$ cat src/rtl/av_il_pkg.sv
package av_il_pkg;

    localparam int DEF_DATA_W  = 8;
    localparam int DEF_RATIO_W = 4;

    typedef enum logic [1:0] {
        GNT_NONE  = 2'd0,
        GNT_VIDEO = 2'd1,
        GNT_AUDIO = 2'd2
    } grant_e;

    typedef struct packed {
        grant_e grant;
        logic   fill;     // video byte placed in an audio slot
    } arb_res_t;

    function automatic arb_res_t arbitrate(input logic en,
                                           input logic at_audio,
                                           input logic vid_ok,
                                           input logic aud_ok);
        arb_res_t r;
        r.grant = GNT_NONE;
        r.fill  = 1'b0;
        if (en) begin
            if (!at_audio) begin
                if (vid_ok) r.grant = GNT_VIDEO;
            end else if (aud_ok) begin
                r.grant = GNT_AUDIO;
            end else if (vid_ok) begin
                r.grant = GNT_VIDEO;
                r.fill  = 1'b1;
            end
        end
        return r;
    endfunction

endpackage

$ cat src/rtl/av_il_slot_seq.sv
module av_il_slot_seq #(
    parameter int RATIO_W = av_il_pkg::DEF_RATIO_W
) (
    input  logic               clk,
    input  logic               rst,
    input  logic               en,
    input  logic [RATIO_W-1:0] ratio,
    input  logic               step_video,
    input  logic               step_wrap,
    output logic [RATIO_W-1:0] slot_idx,
    output logic               at_audio
);
    logic [RATIO_W-1:0] eff_ratio;

    always_comb begin
        eff_ratio = (ratio == '0) ? RATIO_W'(1) : ratio;
        at_audio  = (slot_idx >= eff_ratio);
    end

    always_ff @(posedge clk) begin
        if (rst || !en) begin
            slot_idx <= '0;
        end else if (step_wrap) begin
            slot_idx <= '0;
        end else if (step_video) begin
            slot_idx <= slot_idx + RATIO_W'(1);
        end
    end
endmodule

$ cat src/rtl/av_il_arbiter.sv
module av_il_arbiter
    import av_il_pkg::*;
(
    input  logic en,
    input  logic at_audio,
    input  logic vid_empty,
    input  logic aud_empty,
    input  logic vid_req_n,
    input  logic aud_req_n,
    output logic vid_pop,
    output logic aud_pop,
    output logic step_video,
    output logic step_wrap
);
    arb_res_t res;

    always_comb begin
        res        = arbitrate(en, at_audio, !vid_empty && !vid_req_n,
                               !aud_empty && !aud_req_n);
        vid_pop    = (res.grant == GNT_VIDEO);
        aud_pop    = (res.grant == GNT_AUDIO);
        step_video = vid_pop && !at_audio;
        step_wrap  = at_audio && (res.grant != GNT_NONE);
    end
endmodule

$ cat src/rtl/av_il_out_stage.sv
module av_il_out_stage #(
    parameter int DATA_W = av_il_pkg::DEF_DATA_W
) (
    input  logic              clk,
    input  logic              rst,
    input  logic              vid_pop,
    input  logic              aud_pop,
    input  logic [DATA_W-1:0] vid_data,
    input  logic [DATA_W-1:0] aud_data,
    output logic [DATA_W-1:0] out_data,
    output logic              vid_valid,
    output logic              aud_valid
);
    always_ff @(posedge clk) begin
        if (rst) begin
            out_data  <= '0;
            vid_valid <= 1'b0;
            aud_valid <= 1'b0;
        end else begin
            vid_valid <= vid_pop;
            aud_valid <= aud_pop;
            if (vid_pop)      out_data <= vid_data;
            else if (aud_pop) out_data <= aud_data;
        end
    end
endmodule

$ cat src/rtl/av_interleaver.sv
module av_interleaver #(
    parameter int DATA_W  = av_il_pkg::DEF_DATA_W,
    parameter int RATIO_W = av_il_pkg::DEF_RATIO_W
) (
    input  logic               clk,
    input  logic               rst,
    input  logic               combined_en,
    input  logic [RATIO_W-1:0] ratio,
    input  logic               vid_empty,
    input  logic [DATA_W-1:0]  vid_data,
    output logic               vid_pop,
    input  logic               aud_empty,
    input  logic [DATA_W-1:0]  aud_data,
    output logic               aud_pop,
    input  logic               vid_req_n,
    input  logic               aud_req_n,
    output logic [DATA_W-1:0]  out_data,
    output logic               vid_valid,
    output logic               aud_valid
);
    logic               at_audio;
    logic               step_video;
    logic               step_wrap;
    logic [RATIO_W-1:0] slot_idx;

    av_il_slot_seq #(.RATIO_W(RATIO_W)) seq_i (
        .clk        (clk),
        .rst        (rst),
        .en         (combined_en),
        .ratio      (ratio),
        .step_video (step_video),
        .step_wrap  (step_wrap),
        .slot_idx   (slot_idx),
        .at_audio   (at_audio)
    );

    av_il_arbiter arb_i (
        .en         (combined_en),
        .at_audio   (at_audio),
        .vid_empty  (vid_empty),
        .aud_empty  (aud_empty),
        .vid_req_n  (vid_req_n),
        .aud_req_n  (aud_req_n),
        .vid_pop    (vid_pop),
        .aud_pop    (aud_pop),
        .step_video (step_video),
        .step_wrap  (step_wrap)
    );

    av_il_out_stage #(.DATA_W(DATA_W)) out_i (
        .clk       (clk),
        .rst       (rst),
        .vid_pop   (vid_pop),
        .aud_pop   (aud_pop),
        .vid_data  (vid_data),
        .aud_data  (aud_data),
        .out_data  (out_data),
        .vid_valid (vid_valid),
        .aud_valid (aud_valid)
    );
endmodule

$ cat config.mk
export PLATFORM = sky130hd
export DESIGN_NAME = av_interleaver
export DESIGN_NICKNAME = d
export VERILOG_FILES = /design/src/rtl/av_il_pkg.sv /design/src/rtl/av_il_slot_seq.sv /design/src/rtl/av_il_arbiter.sv /design/src/rtl/av_il_out_stage.sv /design/src/rtl/av_interleaver.sv
export SDC_FILE = /design/constraint.sdc
export NUM_CORES = 1
export LEC_CHECK = 0
export BUFFER_PORTS_ARGS = -buffer_cell sky130_fd_sc_hd__buf_4
export CAP_MARGIN = 20
export CORE_MARGIN = 1
export CORE_UTILIZATION = 47
export DETAILED_ROUTE_END_ITERATION = 16
export GPL_TIMING_DRIVEN = 1
export MAX_ROUTING_LAYER = met4
export PLACE_DENSITY = 0.78
export SLEW_MARGIN = 20
export SYNTH_ARGS = -nofsm -noshare
export SYNTH_HDL_FRONTEND = slang
export SYNTH_SLANG_ARGS = --single-unit
$ cat constraint.sdc
create_clock -name clk -period 7.45 [get_ports clk]
set_input_delay 0.3725 -clock clk [delete_from_list [all_inputs] [get_ports clk]]
set_output_delay 0.3725 -clock clk [all_outputs]
set_load 0.05 [all_outputs]
After elaboration in Yosys (flattened, before gate mapping)
Index checks and enable logic that the tools add are counted.
W data, S select, Z words.
{ "totals": {"regBits": 14, "input_bits": 27} }
{ "op_classes": {"n_mux": 10, "eq_ne": 2, "addsub": 1, "n_reduce_logical": 15, "magnitude_cmp": 1} }
{ "ops": {"columns": ["cell", "count"], "rows": [
  ["$mux W8", 2],
  ["$logic_not A1 Y1", 6],
  ["$mux W2", 3],
  ["$add A4 B1 Y4 const B", 1],
  ["$ge A4 B4 Y1", 1],
  ["$logic_and A1 B1 Y1", 4],
  ["$logic_not A4 Y1", 1],
  ["$mux W4", 1],
  ["$reduce_bool A2 Y1", 2],
  ["$mux W1", 3],
  ["$mux W3", 1],
  ["$eq A2 B1 Y1 const B", 1],
  ["$eq A2 B2 Y1 const B", 1],
  ["$reduce_or A2 Y1", 1],
  ["$logic_or A1 B1 Y1", 1]
]} }

Longest topological paths before layout
Gate-level depths: netlist of run 1.
{ "depth": {"depth_word": 9, "depth_mapped": 13} }

Hierarchy
Synthesis of run 1 repeated with hierarchy kept, for this count alone.
{ "unflattened": {"cells_unflattened": 77, "hier_area_um2": 760.7} }
{ "modules_own_cells": {"columns": ["module", "instances", "area_each_um2", "seq_area_each_um2", "cells_each"], "rows": [
  ["av_il_out_stage", 1, 419.2, 200.2, 39],
  ["av_il_slot_seq", 1, 294.0, 80.1, 30],
  ["av_il_arbiter", 1, 47.5, 0.0, 8]
]} }

Worst setup path before layout of run 1
No wires, ideal clock.
{ "synth_timing": {"path_type": "in2reg", "from": "input ratio[2]", "to": "register out_i.out_data[5]", "t_required_ns": 7.322, "t_arrival_ns": 2.793, "setup_ns": 0.128, "n_path_buf": 1, "cell_stages": 13, "path_slack_ns": 4.530, "path_cell_list": "inv_1 > a31o_2 > ha_1 > nor3b_2 > o21a_1 > or3_4 > and3_1 > ha_1 > buf_2 > mux2i_1 > nor2_1 > a21oi_1 > nor2_1"} }
{ "synth_via": {"elab_chain_cells": 7, "word_cells_on_any_way": 9, "cone_classes": "1 x order compare; 2 x eq/ne; 4 x mux; 2 x reduce/logical"} }
{ "synth_rtl": {"columns": ["item", "line_no", "text"], "rows": [
  ["from (decl)", "av_interleaver.sv:8", "input logic [RATIO_W-1:0] ratio,"],
  ["$logic_not A4 Y1", "av_il_slot_seq.sv:16", "eff_ratio = (ratio == '0) ? RATIO_W'(1) : ratio;"],
  ["$mux W4 (*)", "av_il_slot_seq.sv:16", null],
  ["$ge A4 B4 Y1 (*)", "av_il_slot_seq.sv:17", "at_audio = (slot_idx >= eff_ratio);"],
  ["$mux W2 (*)", "av_il_pkg.sv:25", "if (!at_audio) begin"],
  ["$mux W3 (*)", "av_il_pkg.sv:24", "if (en) begin"],
  ["$eq A2 B1 Y1 (*)", "av_il_arbiter.sv:20", "vid_pop = (res.grant == GNT_VIDEO);"],
  ["via vid_pop", "av_interleaver.sv:11", "output logic vid_pop,"],
  ["$mux W8 / $reduce_bool A2 Y1 (equally long branches)", null, null],
  ["to (signal assigned)", "av_il_out_stage.sv:22", "if (vid_pop) out_data <= vid_data;"],
  ["to (signal assigned)", "av_il_out_stage.sv:23", "else if (aud_pop) out_data <= aud_data;"],
  ["to (decl)", "av_il_out_stage.sv:10", "output logic [DATA_W-1:0] out_data,"]
]} }
The timed path passes the listed nets; every way through them passes the cells marked *.
A chain may end at the register's enable or synchronous reset.

Final worst setup path of run 1
{ "layout_timing": {"from": "register seq_i.slot_idx[0]", "to": "output vid_pop"} }
{ "layout_via": {"elab_chain_cells": 4} }
{ "layout_rtl": {"columns": ["item", "line_no", "text"], "rows": [
  ["from (decl)", "av_il_slot_seq.sv:10", "output logic [RATIO_W-1:0] slot_idx,"],
  ["from (signal assigned)", "av_il_slot_seq.sv:26", "slot_idx <= slot_idx + RATIO_W'(1);"],
  ["$ge A4 B4 Y1", "av_il_slot_seq.sv:17", null],
  ["$mux W2", "av_il_pkg.sv:25", null],
  ["$mux W3", "av_il_pkg.sv:24", null],
  ["$eq A2 B1 Y1", "av_il_arbiter.sv:20", null],
  ["to (decl)", "av_interleaver.sv:11", null]
]} }
No other way between the ends.

==> metrics, run 1 <==
metal3 WL 76 µm; Hold EP out_i.out_data[7]; port bufs 38; Final setup viols 0; number of enable-type register cells in the synthesized netlist 0; Final Core Density 72.50%; top_reg_cell synth dfxtp_1; Comb power frac 21.7%; number of synthesized register bits 14; Max Cap Violations 0; final WL 1.608 mm; RR Endpoint seq_i.slot_idx[3]; Fin Setup TNS 0 ns; DR vias 734; pin count of the biggest net entering global routing 17; layout net count 166; Cells after Synth 92; fin crit period 2.955 ns; clk slew on worst S/H paths 0.09 ns; Starting DRT DRC Count 10; P_int 0.1243 mW; fraction of registers with async set/reset 0%; Post-CTS Hold Fix Bufs 0; floorplan row count 14; Max Slew Vio Count 0; leading area contributor after synthesis dfxtp_1; Layout Skew 0.005460 ns; syn_nets 127; Net Sw Power 0.04500 mW; Crit path required time 7.08 ns; GRT Total Usage 19.84%; CTS buffer count 3; Peak VDD IR 111.4 µV; fraction of layout cells with a size suffix above 1 36.15%; r2r startpoint seq_i.slot_idx[0]; worst-path maximum fanout 12; routed length on met2 771 µm; CTS resizes 0; slew margin rel. 60.51%; WL/cell 11.01 µm; Initial Util 51.15%; syn avg cell area 8.473 µm²; DRT Pass-1 Iters 4; Final Hold Vio Count 0; synth cell count leaders nor2_1, dfxtp_1, a21oi_1, ha_1, mux2i_1; initial antenna violation count 0; Worst Setup End Kind output pin; CTS H-tree depth 1; cell with the most instances after synthesis nor2_1; critical path arrival 2.58 ns; RSZ-0062 raised after global routing no; R2R Setup Slk 4.60 ns; Core Region 1524 µm²; number of global-route vias before repair 667; global-route wire length before repair 2.739 mm; Clock Tree Buf Depth 2; Synth Warn # 0; Die Span Y 42.73 µm; Die Wd 42.73 µm; Max Freq 0.3384 GHz; final worst-path cycle share 39.66%; Via density 5.027; I/O pin count 39; R2R cell count 10; Overflow after GRT 0; Leakage 0.5144 nW; startpoint types flip-flop; hold path depth 2; Synth top area share 35.96%; post-DP HPWL 1.301 mm; DR DRC count 0; switching share of power 26.59%; Seq pwr share 46.0%; top routing layer in use met4; status finished, final reports clean; worst-margin pin slew 0.5924 ns; Antenna Nets Post-Route 0; Final GP Congestion 0.8262; PD cells 153.2 nW/µm²; Post-CTS Repair Setup Buffers 0; P&R area growth vs syn 41.73%; Crit Path Class flip-flop to output pin; Worst-Skew Late Latency 0.27 ns; die area 1825 µm²; Synth area leaders dfxtp_1, ha_1, mux2i_1; Clock power frac 32.3%; Met1 Routed Length 746 µm; clock root cell clkbuf_4; synth unique cells 21; register area share after synthesis 35.96%; Sink Count 14; Ant. Diodes 0; crit path from seq_i.slot_idx[0]; HP Start rst; mapped cell area 779.5 µm²; Hold Crit Class primary input to flip-flop; CTS tree yes
==> cell type report <==
type / instances / area, µm²
Fill cell: 126 / 419.2
Inverter: 6 / 22.52
Clock buffer: 4 / 36.28
Timing Repair Buffer: 38 / 285.3
Sequential cell: 14 / 280.3
Multi-Input combinational cell: 68 / 460.4
Tap cell: 16 / 20.02
==> state kept, by name, indices dropped and copies added, names as in the netlist <==
register / cells
out_i.vid_valid: 1
out_i.out_data: 8
out_i.aud_valid: 1
seq_i.slot_idx: 4
==> stage by stage <==
stage                     hold slack [ns]  power (mW)  area [µm²]  setup slack, ns  instances
after global routing               0.3465      0.1779        1105            4.295        146
after detailed placement           0.4821      0.1165        1069            4.318        142
after floorplan                    0.4624      0.1006       779.5            4.530         92
after CTS                          0.3462      0.1702        1105            4.473        146
after global placement             0.4754      0.1157        1069            4.420        142
final                              0.3479      0.1693        1105            4.495        146
==> how the worst max path moves through the flow <==
stage                             end  slack (ns)  cells after the start
floorplan           out_i.out_data[5]        4.53                     13
global placement    seq_i.slot_idx[3]        4.42                     12
detailed placement  seq_i.slot_idx[3]        4.32                     12
CTS                           vid_pop        4.47                      8
global route                  vid_pop        4.29                      8
finish                        vid_pop        4.49                      8
==> placed cells by master (no fill, tap or decap) <==
master,instances
buf_4,38
nor2_1,20
dfxtp_1,14
a21oi_1,12
mux2i_1,8
ha_1,8
inv_1,6
nand3_1,3
o21ai_0,3
clkbuf_4,3
o211ai_2,2
nor2b_1,2
or3_1,2
a31o_2,1
nor3b_2,1
o21a_1,1
or3_4,1
and3_1,1
or2_1,1
nand2_1,1
xnor2_1,1
clkbuf_8,1
==> worst max-delay path, stage by stage (launching register included) <==
cell and delay, ns:
dfxtp_1 0.36, inv_1 0.08, ha_1 0.30, nor3b_2 0.23
o21a_1 0.20, or3_4 0.14, and3_1 0.15, ha_1 0.53
buf_4 0.31
==> routing by layer <==
layer,vias up,GRT usage [%]
met5,-,-
met4,0,8.750
met3,2,3.830
met2,22,28.48
met1,322,27.01
li1,388,-
==> cell families after synthesis <==
kind of cell,after synthesis,share of synthesized area [%]
compound gates,19,14.93
xor+xnor,1,1.124
fa+ha+maj,8,12.84
buf+inv,10,4.975
flops,14,35.96
mux,8,10.27
simple gates,32,19.90
==> power groups by stage <==
stage	registers, mW	clock network (mW)	logic, mW
finish	0.0779	0.0546	0.0367
global route	0.0781	0.0598	0.0399
CTS	0.0779	0.0554	0.0370
detailed placement	0.0796	0	0.0368
global placement	0.0796	0	0.0361
floorplan	0.0860	0	0.0146
(Power assumes the default switching activity.)
==> run 2: changes to the inputs <==
- CORE_UTILIZATION: 47 -> 44
- PLACE_DENSITY: 0.78 -> 0.73
- clock period: 7.45 -> 2.9 ns (I/O delays scaled with it)
==> metrics, run 2 (synthesis gave the netlist of run 1 again) <==
status finished, final reports clean; commonest non-fill, non-tap cell in the layout buf_4; floorplan row count 14; DRT Pass-1 Iters 6; Crit path required time 2.76 ns; worst-path maximum fanout 6; number of global-route vias before repair 815; clk slew on worst S/H paths 0.08 ns; Final setup viols 0; Antenna Nets Post-Route 0; Hold Crit Class primary input to flip-flop; DR vias 760; RSZ-0062 raised after global routing no; PD cells 389.1 nW/µm²; Sink Count 14; top flop regs out_i.out_data: 8 flops, seq_i.slot_idx: 4 flops; final worst-path cycle share 90.22%; Max Cap Violations 0; Post-CTS Repair Setup Buffers 0; CP delay by family, top simple AND/OR/NAND/NOR gates; Max Slew Vio Count 0; WL/cell 11.71 µm; Post-Layout Cell Count 148; Final Hold Vio Count 0; area of the multi-input gates 460.4 µm²; Worst-Skew Late Latency 0.28 ns; Place WS 0.2508 ns; Top reg by flops out_i.out_data; CTS tree yes; Crit Path Class flip-flop to output pin; slowest CP cell dfxtp_1; port bufs 38; DP Area 1084 µm²; Leakage 0.5250 nW; Layout Skew 0.001507 ns; CP max stage delay 0.36 ns; global-route wire length before repair 3.139 mm; Die Wd 44.09 µm; initial antenna violation count 0; CTS H-tree depth 1; critical path arrival 2.47 ns; GRT Total Usage 22.50%; die area 1944 µm²; Initial Util 49.44%; final WL 1.733 mm; Ant. Diodes 0; CTS resizes 0; Post-CTS Hold Fix Bufs 0; Layout fillers 135; Die Span Y 44.09 µm; placed cells 144; fraction of layout cells with a size suffix above 1 37.12%; Max Freq 0.3822 GHz; Core Region 1577 µm²; P&R area growth vs syn 43.66%; Clock Tree Buf Depth 2; CTS buffer count 3; Buf/Inv on CP 3; crit-path cells inv_1 -> ha_1 -> nor3b_2 -> o21a_1 -> or3_4 -> or2_1 -> ha_1 -> buf_4 -> buf_4; slew margin rel. 68.42%; I/O pin count 39; Final GP Congestion 0.7486; post-route cell area 1120 µm²; Overflow after GRT 0; commonest cells after routing, fill and taps aside buf_4, nor2_1, dfxtp_1; max FFs per register 8; post-DP HPWL 1.400 mm; Starting DRT DRC Count 4; pin count of the biggest net entering global routing 17; fin crit period 2.616 ns; Peak VDD IR 299.1 µV; Final WS setup 0.2837 ns; worst-margin pin slew 0.4688 ns; startpoint types flip-flop; DR DRC count 0; Via density 5.135; clock root cell clkbuf_4; layout net count 168; FF+latch area 280.3 µm²; Worst Setup End Kind output pin; Fin Setup TNS 0 ns
[run 2: cell count changes in the layout (fill, tap and decap cells not counted), sizes merged]
cell,previous run,this run
buf,38,40
[run 2: stage by stage]
stage | power (mW) | hold WS (ns) | util [%]
4_1_cts | 0.4371 | 0.1159 | 71.03
5_1_grt | 0.4594 | 0.1184 | 71.03
2_1_floorplan | 0.2585 | 0.3950 | -
6_report | 0.4358 | 0.1168 | 71.03
3_5_place_dp | 0.3009 | 0.4140 | 68.73
3_3_place_gp | 0.2988 | 0.4140 | 68.73
[run 2: routing by layer]
| layer | track usage [%] | part of all wire (%) | vias up |
|---|---|---|---|
| li1 | - | - | 392 |
| met4 | 7.879 | 0.75 | 0 |
| met2 | 42.94 | 56 | 22 |
| met1 | 20.41 | 38 | 344 |
| met3 | 7.347 | 5.1 | 2 |
| met5 | - | 0 | - |
[run 2: cell type report]
cell class | count | share of cell area (%)
repair buffers | 40 | 26.82
flip-flops and latches | 14 | 25.03
multi-input cells | 68 | 41.12
well taps | 16 | 1.788
clock buffers | 4 | 3.240
inverters | 6 | 2.011
[run 2: path summary, 6_finish.rpt]
kind / cells past startpoint / slack [ns] / end / startpoint
max: 9 / 0.28 / vid_pop / seq_i.slot_idx[0]
min: 2 / 0.12 / out_i.aud_valid / rst
max reg2reg: 10 / 0.31 / out_i.out_data[6] / seq_i.slot_idx[0]
min reg2reg: 2 / 0.50 / seq_i.slot_idx[1] / seq_i.slot_idx[1]
[run 2: power by group]
group          switching, mW  leakage (nW)  total (mW)  internal (mW)
Combinational         0.0496         0.391      0.0964         0.0467
Clock                 0.0631        0.0210       0.139         0.0764
Sequential           0.00263         0.113       0.200          0.197
[run 2: worst register-to-register path, cell delays in order (launching register included)]
cell,delay [ns]
dfxtp_1,0.36
inv_1,0.09
ha_1,0.19
nor3b_2,0.16
o21a_1,0.20
or3_4,0.35
or2_1,0.24
ha_1,0.59
nor2_1,0.11
a21oi_1,0.14
nor2_1,0.06
==> run 3: changes to the inputs <==
- ABC_AREA: default -> 1
- CORE_UTILIZATION: 44 -> 46
- PLACE_DENSITY: 0.73 -> 0.74
==> metrics, run 3 <==
Final Hold Slack 0.09210 ns; Die Wd 45.67 µm; met1 Resource Use GR 24.57%; Crit path required time 3.13 ns; CTS buffer count 3; RR Endpoint out_i.out_data[0]; Layout fillers 170; number of global-route vias before repair 772; r2r startpoint seq_i.slot_idx[0]; R2R Setup Slk 0.26 ns; Max Slew Vio Count 0; Synth Warn # 0; die area 2085 µm²; register area share after synthesis 31.95%; clock root cell clkbuf_4; slew margin rel. 70.41%; RSZ-0062 raised after global routing no; fraction of registers with async set/reset 0%; Antenna Nets Post-Route 0; Starting DRT DRC Count 16; Sink Count 14; GRT Total Usage 20.54%; Final setup viols 0; port bufs 38; GRT busiest layer met2; Final Core Density 68.79%; Final Hold Vio Count 0; Cells after Synth 130; critical path arrival 2.86 ns; layout net count 206; leading area contributor after synthesis dfxtp_1; worst-path maximum fanout 16; R2R cell count 16; Clock Tree Buf Depth 2; Core Region 1764 µm²; top_reg_cell synth dfxtp_1; number of synthesized register bits 14; Max Freq 0.3795 GHz; Synth top area share 31.95%; CTS tree yes; initial antenna violation count 0; cell with the most instances after synthesis nand2_1; Via density 4.600; HP Start rst; CP delay by family, top simple AND/OR/NAND/NOR gates; commonest non-fill, non-tap cell in the layout buf_4; Worst-Skew Late Latency 0.27 ns; Final GP Congestion 0.7747; hold path depth 2; Synth area leaders dfxtp_1, nand2_1, a21oi_1; fraction of layout cells with a size suffix above 1 27.65%; final WL 1.877 mm; Post-Layout Cell Count 195; synth unique cells 16; syn avg cell area 6.747 µm²; slowest CP cell ha_1; Critical Path Most Common Cell nand2_1; fin crit period 2.635 ns; global-route wire length before repair 3.070 mm; synth cell count leaders nand2_1, inv_1, a21oi_1, dfxtp_1, ha_1; grt met3 use 4.762%; CTS H-tree depth 1; Max Cap Violations 0; DR vias 897; PD cells 361.9 nW/µm²; floorplan row count 15; Post-CTS Hold Fix Bufs 0; Post-CTS Repair Setup Buffers 0; syn_nets 165; max FFs per register 8; Buf/Inv on CP 4; top flop regs out_i.out_data: 8 flops, seq_i.slot_idx: 4 flops; DR DRC count 0; total power 0.4392 mW; P&R area growth vs syn 38.37%; status finished, final reports clean; DRT Pass-1 Iters 4; CTS resizes 0; pin count of the biggest net entering global routing 17; CP max stage delay 0.48 ns; Layout Skew 0.002065 ns; post-DP HPWL 1.521 mm; Fin Setup TNS 0 ns; Leakage 0.6828 nW; Top reg by flops out_i.out_data; Die Span Y 45.67 µm; worst-margin pin slew 0.4438 ns; Worst Setup End Kind flip-flop; number of enable-type register cells in the synthesized netlist 0; I/O pin count 39; Hold EP out_i.aud_valid; placed cells 191; clk slew on worst S/H paths 0.09 ns; Ant. Diodes 0; Overflow after GRT 0; mapped cell area 877.1 µm²; WL/cell 9.626 µm; Peak VDD IR 230.2 µV; startpoint types flip-flop; commonest cells after routing, fill and taps aside buf_4, nand2_1, inv_1; Initial Util 49.72%; Crit Path Class flip-flop to flip-flop; crit-path cells inv_1 -> ha_1 -> inv_1 -> nand2_1 -> nand2_1 -> nand2_1 -> nand2_1 -> nand2_1 -> nand3_1 -> nor2_1 -> inv_1 -> ha_1 -> a21oi_1 -> a21oi_1 -> or2_2 -> inv_1; met2 usage 35.14%; final worst-path cycle share 90.87%; Hold Crit Class primary input to flip-flop
-- run 3: worst max-delay path by stage --
| stage | from | depth (start not counted) | to |
|---|---|---|---|
| 2_1_floorplan | seq_i.slot_idx[0] | 18 | out_i.out_data[0] |
| 3_3_place_gp | ratio[2] | 18 | out_i.out_data[0] |
| 3_5_place_dp | ratio[2] | 18 | out_i.out_data[7] |
| 4_1_cts | seq_i.slot_idx[0] | 16 | out_i.out_data[7] |
| 5_1_grt | seq_i.slot_idx[0] | 18 | out_i.out_data[6] |
| 6_report | seq_i.slot_idx[0] | 16 | out_i.out_data[0] |
-- run 3: final cells by class --
class                           count  area [µm²]  share of cell area (%)
Clock buffer                        4       36.28                   2.990
Timing Repair Buffer               40       300.3                   24.74
Sequential cell                    14       280.3                   23.09
Tap cell                           25       31.28                   2.577
Inverter                           27       101.3                   8.351
Multi-Input combinational cell     85       464.2                   38.25
-- run 3: power breakdown --
| group | switching (mW) | internal, mW | total, mW |
|---|---|---|---|
| combinational | 0.0524 | 0.0462 | 0.0985 |
| clock | 0.0633 | 0.0763 | 0.140 |
| sequential | 0.00354 | 0.198 | 0.201 |
| total | 0.119 | 0.320 | 0.439 |
-- run 3: through the flow --
stage          worst slack, ns  area [µm²]
2_1_floorplan           0.1892       877.1
3_3_place_gp            0.3536        1177
3_5_place_dp            0.2447        1177
4_1_cts                 0.2584        1214
5_1_grt                0.01024        1214
6_report                0.2647        1214
-- run 3: cell families after synthesis --
kind of cell	synth area share, %
flip-flops	31.95
AND/OR/NAND/NOR	28.10
AO/OA/AOI/OAI	12.41
buffers and inverters	15.12
XOR/XNOR	0.9988
adder cells (fa/ha/maj)	11.41
-- run 3: per-layer routing --
metal	wire, µm	vias up
met4	7	0
li1	-	485
met2	909	20
met1	867	390
met5	0	-
met3	93	2
